## config.mk

```make
export PLATFORM = sky130hd
export DESIGN_NAME = bus_cycle_drive
export DESIGN_NICKNAME = d
export VERILOG_FILES = /design/src/rtl/bcd_pkg.sv /design/src/rtl/bcd_ready_track.sv /design/src/rtl/bcd_float_ctl.sv /design/src/rtl/bus_cycle_drive.sv
export SDC_FILE = /design/constraint.sdc
export NUM_CORES = 1
export LEC_CHECK = 0
export ABC_AREA = 1
export BUFFER_PORTS_ARGS = -buffer_cell sky130_fd_sc_hd__clkbuf_2
export CORE_MARGIN = 2
export CORE_UTILIZATION = 50
export DETAILED_ROUTE_END_ITERATION = 8
export PLACE_DENSITY = 0.8
export SLEW_MARGIN = 20
export SYNTH_ARGS = -nofsm -noshare
export SYNTH_HDL_FRONTEND = slang
export SYNTH_HIERARCHICAL = 1
export SYNTH_SLANG_ARGS = --single-unit
```

## constraint.sdc

```tcl
create_clock -name clk -period 2.3 [get_ports clk]
set_clock_uncertainty 0.05 [all_clocks]
set_input_delay 0.115 -clock clk [delete_from_list [all_inputs] [get_ports clk]]
set_output_delay 0.115 -clock clk [all_outputs]
set_load 0.02 [all_outputs]
```

## src/rtl/bcd_pkg.sv

```systemverilog
package bcd_pkg;

    // cycle attributes carried from the launch edge to the pins
    typedef struct packed {
        logic wr;
        logic mio;
        logic dc;
        logic lock;
        logic burst;
    } attr_t;

    // registered pin-drive state
    typedef struct packed {
        logic hlda;
        logic ctl_oe;
        logic adr_oe;
        logic sts_oe;
    } drive_t;

endpackage

```

## src/rtl/bcd_ready_track.sv

```systemverilog
module bcd_ready_track #(
    parameter int CNT_W = 3
) (
    input  logic             clk,
    input  logic             rst_n,
    input  logic             load,
    input  logic [CNT_W-1:0] load_len,
    input  logic             brdy,
    input  logic             na,
    input  logic             boff,
    output logic             held_busy,
    output logic             tail_busy,
    output logic             aborted
);

    typedef struct packed {
        logic [CNT_W-1:0] cur;   // readies owed by the attribute-holding cycle
        logic [CNT_W-1:0] tail;  // readies owed by a cycle released early
    } trk_t;

    trk_t st_d, st_q;

    always_comb begin
        st_d    = st_q;
        aborted = boff && (st_q.cur != '0);
        if (boff) begin
            st_d.cur  = '0;
            st_d.tail = '0;
        end else begin
            if (brdy) begin
                if (st_q.tail != '0) begin
                    st_d.tail = st_q.tail - 1'b1;
                end else if (st_q.cur != '0) begin
                    st_d.cur = st_q.cur - 1'b1;
                end
            end
            if (na && (st_q.tail == '0) && (st_q.cur != '0) && (st_d.cur != '0)) begin
                st_d.tail = st_d.cur;
                st_d.cur  = '0;
            end
            if (load) begin
                st_d.cur = load_len;
            end
        end
    end

    always_ff @(posedge clk or negedge rst_n) begin
        if (!rst_n) begin
            st_q <= '0;
        end else begin
            st_q <= st_d;
        end
    end

    assign held_busy = (st_q.cur != '0);
    assign tail_busy = (st_q.tail != '0);

endmodule

```

## src/rtl/bcd_float_ctl.sv

```systemverilog
module bcd_float_ctl (
    input  logic             clk,
    input  logic             rst_n,
    input  logic             hold,
    input  logic             boff,
    input  logic             ahold,
    input  logic             tmode,
    input  logic             bus_free,
    output bcd_pkg::drive_t  drv_o
);

    bcd_pkg::drive_t drv_d, drv_q;

    always_comb begin
        drv_d.hlda   = hold && bus_free;
        drv_d.ctl_oe = !(tmode || boff || drv_d.hlda);
        drv_d.adr_oe = drv_d.ctl_oe && !ahold;
        drv_d.sts_oe = !tmode;
    end

    always_ff @(posedge clk or negedge rst_n) begin
        if (!rst_n) begin
            drv_q <= '{hlda: 1'b0, ctl_oe: 1'b1, adr_oe: 1'b1, sts_oe: 1'b1};
        end else begin
            drv_q <= drv_d;
        end
    end

    assign drv_o = drv_q;

endmodule

```

## src/rtl/bus_cycle_drive.sv

```systemverilog
module bus_cycle_drive #(
    parameter int ADDR_W    = 29,
    parameter int BE_W      = 8,
    parameter int BURST_LEN = 4
) (
    input  logic              clk,
    input  logic              rst_n,
    input  logic              cyc_req,
    input  logic              req_wr,
    input  logic              req_mio,
    input  logic              req_dc,
    input  logic              req_lock,
    input  logic              req_burst,
    input  logic [ADDR_W-1:0] req_addr,
    input  logic [BE_W-1:0]   req_be,
    input  logic              bus_brdy,
    input  logic              bus_na,
    input  logic              bus_boff,
    input  logic              bus_hold,
    input  logic              bus_ahold,
    input  logic              tri_test,
    output logic              bus_ads,
    output logic              bus_wr,
    output logic              bus_mio,
    output logic              bus_dc,
    output logic              bus_lock,
    output logic [ADDR_W-1:0] bus_addr,
    output logic [BE_W-1:0]   bus_be,
    output logic              bus_hlda,
    output logic              ctl_oe,
    output logic              adr_oe,
    output logic              sts_oe,
    output logic              vdet
);

    localparam int CNT_W = $clog2(BURST_LEN + 1);

    typedef struct packed {
        logic              ads;
        logic              restart;
        bcd_pkg::attr_t    attr;
        logic [ADDR_W-1:0] addr;
        logic [BE_W-1:0]   be;
    } cyc_st_t;

    cyc_st_t          s_d, s_q;
    bcd_pkg::drive_t  drv_q;
    logic             held_busy, tail_busy, aborted;
    logic             launch, use_burst;
    logic [CNT_W-1:0] load_len;

    bcd_ready_track #(.CNT_W(CNT_W)) u_trk (
        .clk       (clk),
        .rst_n     (rst_n),
        .load      (launch),
        .load_len  (load_len),
        .brdy      (bus_brdy),
        .na        (bus_na),
        .boff      (bus_boff),
        .held_busy (held_busy),
        .tail_busy (tail_busy),
        .aborted   (aborted)
    );

    bcd_float_ctl u_flt (
        .clk      (clk),
        .rst_n    (rst_n),
        .hold     (bus_hold),
        .boff     (bus_boff),
        .ahold    (bus_ahold),
        .tmode    (tri_test),
        .bus_free (!held_busy && !tail_busy),
        .drv_o    (drv_q)
    );

    always_comb begin
        launch    = !held_busy && (cyc_req || s_q.restart) && !bus_boff && !bus_hold
                    && !drv_q.hlda && !bus_ahold && !tri_test;
        use_burst = s_q.restart ? s_q.attr.burst : req_burst;
        load_len  = use_burst ? CNT_W'(BURST_LEN) : CNT_W'(1);

        s_d     = s_q;
        s_d.ads = launch;
        if (aborted) begin
            s_d.restart = 1'b1;
        end
        if (launch) begin
            s_d.restart = 1'b0;
            if (!s_q.restart) begin
                s_d.attr.wr    = req_wr;
                s_d.attr.mio   = req_mio;
                s_d.attr.dc    = req_dc;
                s_d.attr.lock  = req_lock;
                s_d.attr.burst = req_burst;
                s_d.addr       = req_addr;
                s_d.be         = req_be;
            end
        end
    end

    always_ff @(posedge clk or negedge rst_n) begin
        if (!rst_n) begin
            s_q <= '0;
        end else begin
            s_q <= s_d;
        end
    end

    assign bus_ads  = s_q.ads;
    assign bus_wr   = s_q.attr.wr;
    assign bus_mio  = s_q.attr.mio;
    assign bus_dc   = s_q.attr.dc;
    assign bus_lock = s_q.attr.lock;
    assign bus_addr = s_q.addr;
    assign bus_be   = s_q.be;
    assign bus_hlda = drv_q.hlda;
    assign ctl_oe   = drv_q.ctl_oe;
    assign adr_oe   = drv_q.adr_oe;
    assign sts_oe   = drv_q.sts_oe;
    assign vdet     = 1'b0;

endmodule

```

# After elaboration in Yosys (flattened, before gate mapping)
# Index checks and enable logic that the tools add are counted.
[totals] ff_bits=54 inputBits=51 output_inout_bits=47 wordCells=64
[classes] add_sub_neg=2 mux=13 bitwise_logic=1 n_reduce_logical=33
[ops] operator="$mux W43" count=1
[ops] operator="$mux W42" count=1
[ops] operator="$mux W6" count=4
[ops] operator="$mux W3" count=5
[ops] operator="$reduce_bool A3 Y1" count=5
[ops] operator="$logic_and A1 B1 Y1" count=13
[ops] operator="$logic_not A1 Y1" count=8
[ops] operator="$sub A3 B1 Y3 const B" count=2
[ops] operator="$reduce_and A2 Y1" count=2
[ops] operator="$logic_not A3 Y1" count=1
[ops] operator="$logic_or A1 B1 Y1" count=3
[ops] operator="$mux W1" count=2
[ops] operator="$reduce_bool A2 Y1" count=1
[ops] operator="$not A1 Y1" count=1

# Depth between registers and ports, before layout
[depth] ltp_word=10 mapped_depth=14 depth_no_buf=14

# Hierarchy
# Netlist, hierarchy kept.
[modules_own_cells] mod="bus_cycle_drive" instances=1 cells_each=249 area_per_inst_um2=2122.0 seq_area_each_um2=1101.1
[modules_own_cells] mod="bcd_ready_track" instances=1 cells_each=74 area_per_inst_um2=516.7 seq_area_each_um2=150.1
[modules_own_cells] mod="bcd_float_ctl" instances=1 cells_each=11 area_per_inst_um2=132.6 seq_area_each_um2=103.8

# Worst setup path before layout
# Ideal clock, no wire load.
[synth_path] path_type="register to register" startpoint="register u_trk/st_q[3] (netlist bit)" endpoint="register u_trk/st_q[5] (netlist bit)" setup_ns=0.121 t_arrival_ns=1.523 path_slack_ns=0.606 stages_incl_launch_ff=11 path_buffers=1 cell_sequence="dfrtp_1 > inv_1 > ha_1 > nand2_4 > nor2_1 > nand2_1 > nor2_8 > buf_6 > nor2_1 > a22oi_1 > nor2_1"
[synth_rtl] item="start, declared" line_no="bcd_ready_track.sv:21" source="trk_t st_d, st_q;"
[synth_rtl] item="start signal, assigned" line_no="bcd_ready_track.sv:51" source="st_q <= st_d;"

==> impl_metrics.ini <==
[layout]
syn_to_final_growth_pct = 27.7
fin_nets = 489
final_area_mm2 = 0.00354
drive_gt1_frac = 0.288
nFillCells = 476
diodes = 0

[floorplan]
initial_utilization = 0.510
dieWidth_um = 78.5
fp.dieH_um = 78.5
boundaryPins = 98
core-area_mm2 = 0.00544
num_rows = 27
die_area_mm2 = 0.00615

[detailed_routing]
wl_um = 6140
drtAntennaViolNets = 0
drcViolationCount = 0
wl_per_cell_um = 12.1
drt-initial-drc-count = 182
num_vias = 2382
vias_per_cell = 4.71
firstDrtPassIters = 5

[hold_path]
hold_end = bus_addr[2]
worst_hold_path_type = in2reg
holdPathStages = 3
min_from = req_addr[2]

[yosys]
synthDistinctLibCells = 25
synthAdderAreaFrac = 0.0181
syn_area_mm2 = 0.00277
synthMuxAreaShare = 0
avgSynthCellArea_um2 = 8.30
synth_xor_area_frac = 0
synth_compound_area_frac = 0.0190
yosysWarnings = 6
yosysSeqAreaShare = 0.489
synth_cells = 334
yosys.area_share.simple = 0.306
synth-seq-cells = 54
synth_top_family_by_area = simple AND/OR/NAND/NOR gates

[worst_setup_path]
required_ns = 2.44
start_kind = flip-flop
r2r_cells = 9
crit-reg2reg-capture = u_trk/st_q[5]
crit_type = reg2reg
arrival_ns = 2.03
r2r-start = u_trk/st_q[3]
path_max_fanout = 25
reg2reg_slack_ns = 0.41
cp-end-kind = flip-flop

[clocking]
cts_tree = done
clock_latency_ns = 0.30
postCtsSetupBuffers = 0
cts_made_buffers = 5
clockBufferDepth = 2
cts.sink_count = 54
clk_pin_slew_ns = 0.09
clock-root-buffer = clkbuf_8
h-tree-depth = 2

[timing]
hold_viol_final = 0
tightest_slew_ns = 0.713
holdWs_ns = 0.0135
drv_slew = 0
max_freq_mhz = 529
rsz0062_at_grt = no
fin_crit_ns = 1.89
slew_headroom = 0.525
setup_viol = 0
fin_tns_setup_ns = 0
period_share = 0.821

[global_routing]
gr-usage-met3 = 0.0425
grt_start_max_net_pins = 43
grt-ovfl-total = 0
track_usage = 0.210
grt_pass1_wl_um = 10200
met1_usage = 0.255
grt_pass1_vias = 2235
busiest_layer = met2
grt_use_met2 = 0.378
grt_antenna_before_repair = 0

[placement]
gp_congestion = 0.863
placed_area_mm2 = 0.00304
place_hpwl_um = 3900
portBuffers = 96

[job]
maxCapViolCount = 0

[power]
ir_drop_mv = 0.470
p_leak_nw = 2.09
power_density_mw_per_mm2 = 1040

[run_status]
outcome = finished, final reports clean
[stage by stage]
stage | cells | util | worst slack [ns] | power, mW
detailed placement | 457 | 0.559 | 0.429 | 3.12
finish | 506 | 0.651 | 0.411 | 3.67
global placement | 457 | 0.559 | 0.467 | 3.07
global route | 506 | 0.651 | 0.260 | 3.96
floorplan | 335 | - | 0.606 | 2.92
CTS | 506 | 0.651 | 0.412 | 3.69
[kinds of logic (layout without fill, tap and decap cells)]
family | after synthesis | count (layout)
flip-flops | 54 | 54
adder cells (fa/ha/maj) | 4 | 4
AND/OR/NAND/NOR | 192 | 192
AO/OA/AOI/OAI | 7 | 7
other | 1 | 2
buffers and inverters | 76 | 175
[cells in the final DEF (no fill, tap or decap)]
| cell | count |
|---|---|
| inv_2 | 4 |
| clkbuf_1 | 1 |
| nor2_8 | 2 |
| o21ai_2 | 1 |
| a21oi_1 | 3 |
| a21oi_4 | 1 |
| dfrtp_1 | 51 |
| clkinvlp_4 | 1 |
| buf_4 | 2 |
| o21ai_0 | 1 |
| nor2_1 | 17 |
| dlygate4sd3_1 | 42 |
| nor2_2 | 1 |
| nand2_1 | 116 |
| dfstp_2 | 3 |
| or2_1 | 1 |
| inv_1 | 21 |
| conb_1 | 2 |
| clkinv_2 | 1 |
| nand2_4 | 2 |
| clkbuf_2 | 96 |
| ha_1 | 4 |
| a22oi_1 | 1 |
| nand3_2 | 1 |
| nand2_2 | 3 |
| nand3_1 | 49 |
| buf_12 | 2 |
| clkbuf_8 | 5 |
[synthesized netlist by cell type, drive strengths merged]
master / count / area share
o21ai: 2 / 0.0050
clkbuf: 6 / 0.0081
ha: 4 / 0.018
nand3: 50 / 0.092
or2: 1 / 0.0023
dfrtp: 51 / 0.46
buf: 44 / 0.12
a21oi: 4 / 0.011
conb: 1 / 0.0014
a22oi: 1 / 0.0027
dfstp: 3 / 0.028
inv: 25 / 0.034
nor2: 20 / 0.040
nand2: 121 / 0.17
clkinv: 1 / 0.0018
[repair_timing]
action	CTS	global route
hold buffers	42	0
hold endpoints to repair	65	0
resized for setup	0	0
[critical path, stage by stage (launching register included)]
cell,delay (ns)
dfrtp_1,0.38
inv_1,0.09
ha_1,0.22
nand2_4,0.09
nor2_1,0.09
nand2_1,0.13
nor2_8,0.35
nor2_1,0.13
a22oi_1,0.18
nor2_1,0.06
[state kept, by name, summed over array words and instances (netlist names)]
name and count:
bus_addr 29, bus_ads 1, bus_mio 1, s_q 2
bus_wr 1, bus_dc 1, u_trk/st_q 6, bus_lock 1
bus_be 8, u_flt/drv_o 4
[power breakdown]
part           switching, mW  internal, mW
Clock                  0.301         0.210
Combinational           1.13         0.583
Sequential             0.180          1.26
[layout make-up]
class	count	area, um^2	area share
sequential	54	1360	0.383
clock buffer	6	72.6	0.0205
tap	72	90.1	0.0255
clock inverter	1	7.51	0.00212
timing repair buffer	142	956	0.270
inverter	26	98.8	0.0279
multi-input combinational	205	958	0.271
[how the worst max path moves through the flow]
stage | to | slack [ns] | depth (start not counted) | start
floorplan | u_trk/st_q[5] | 0.61 | 10 | u_trk/st_q[3]
finish | u_trk/st_q[5] | 0.41 | 9 | u_trk/st_q[3]
CTS | u_trk/st_q[5] | 0.41 | 9 | u_trk/st_q[3]
global placement | u_trk/st_q[5] | 0.47 | 9 | u_trk/st_q[3]
global route | u_trk/st_q[5] | 0.26 | 9 | u_trk/st_q[3]
detailed placement | u_trk/st_q[5] | 0.43 | 9 | u_trk/st_q[3]
[layer usage]
metal / vias to the layer above / wire (um) / share of wire
li1: 1194 / - / -
met1: 1110 / 2520 / 0.41
met2: 70 / 3270 / 0.53
met3: 8 / 275 / 0.045
met4: 0 / 80 / 0.013
met5: - / 0 / 0
Power figures use the tool's default switching activity.
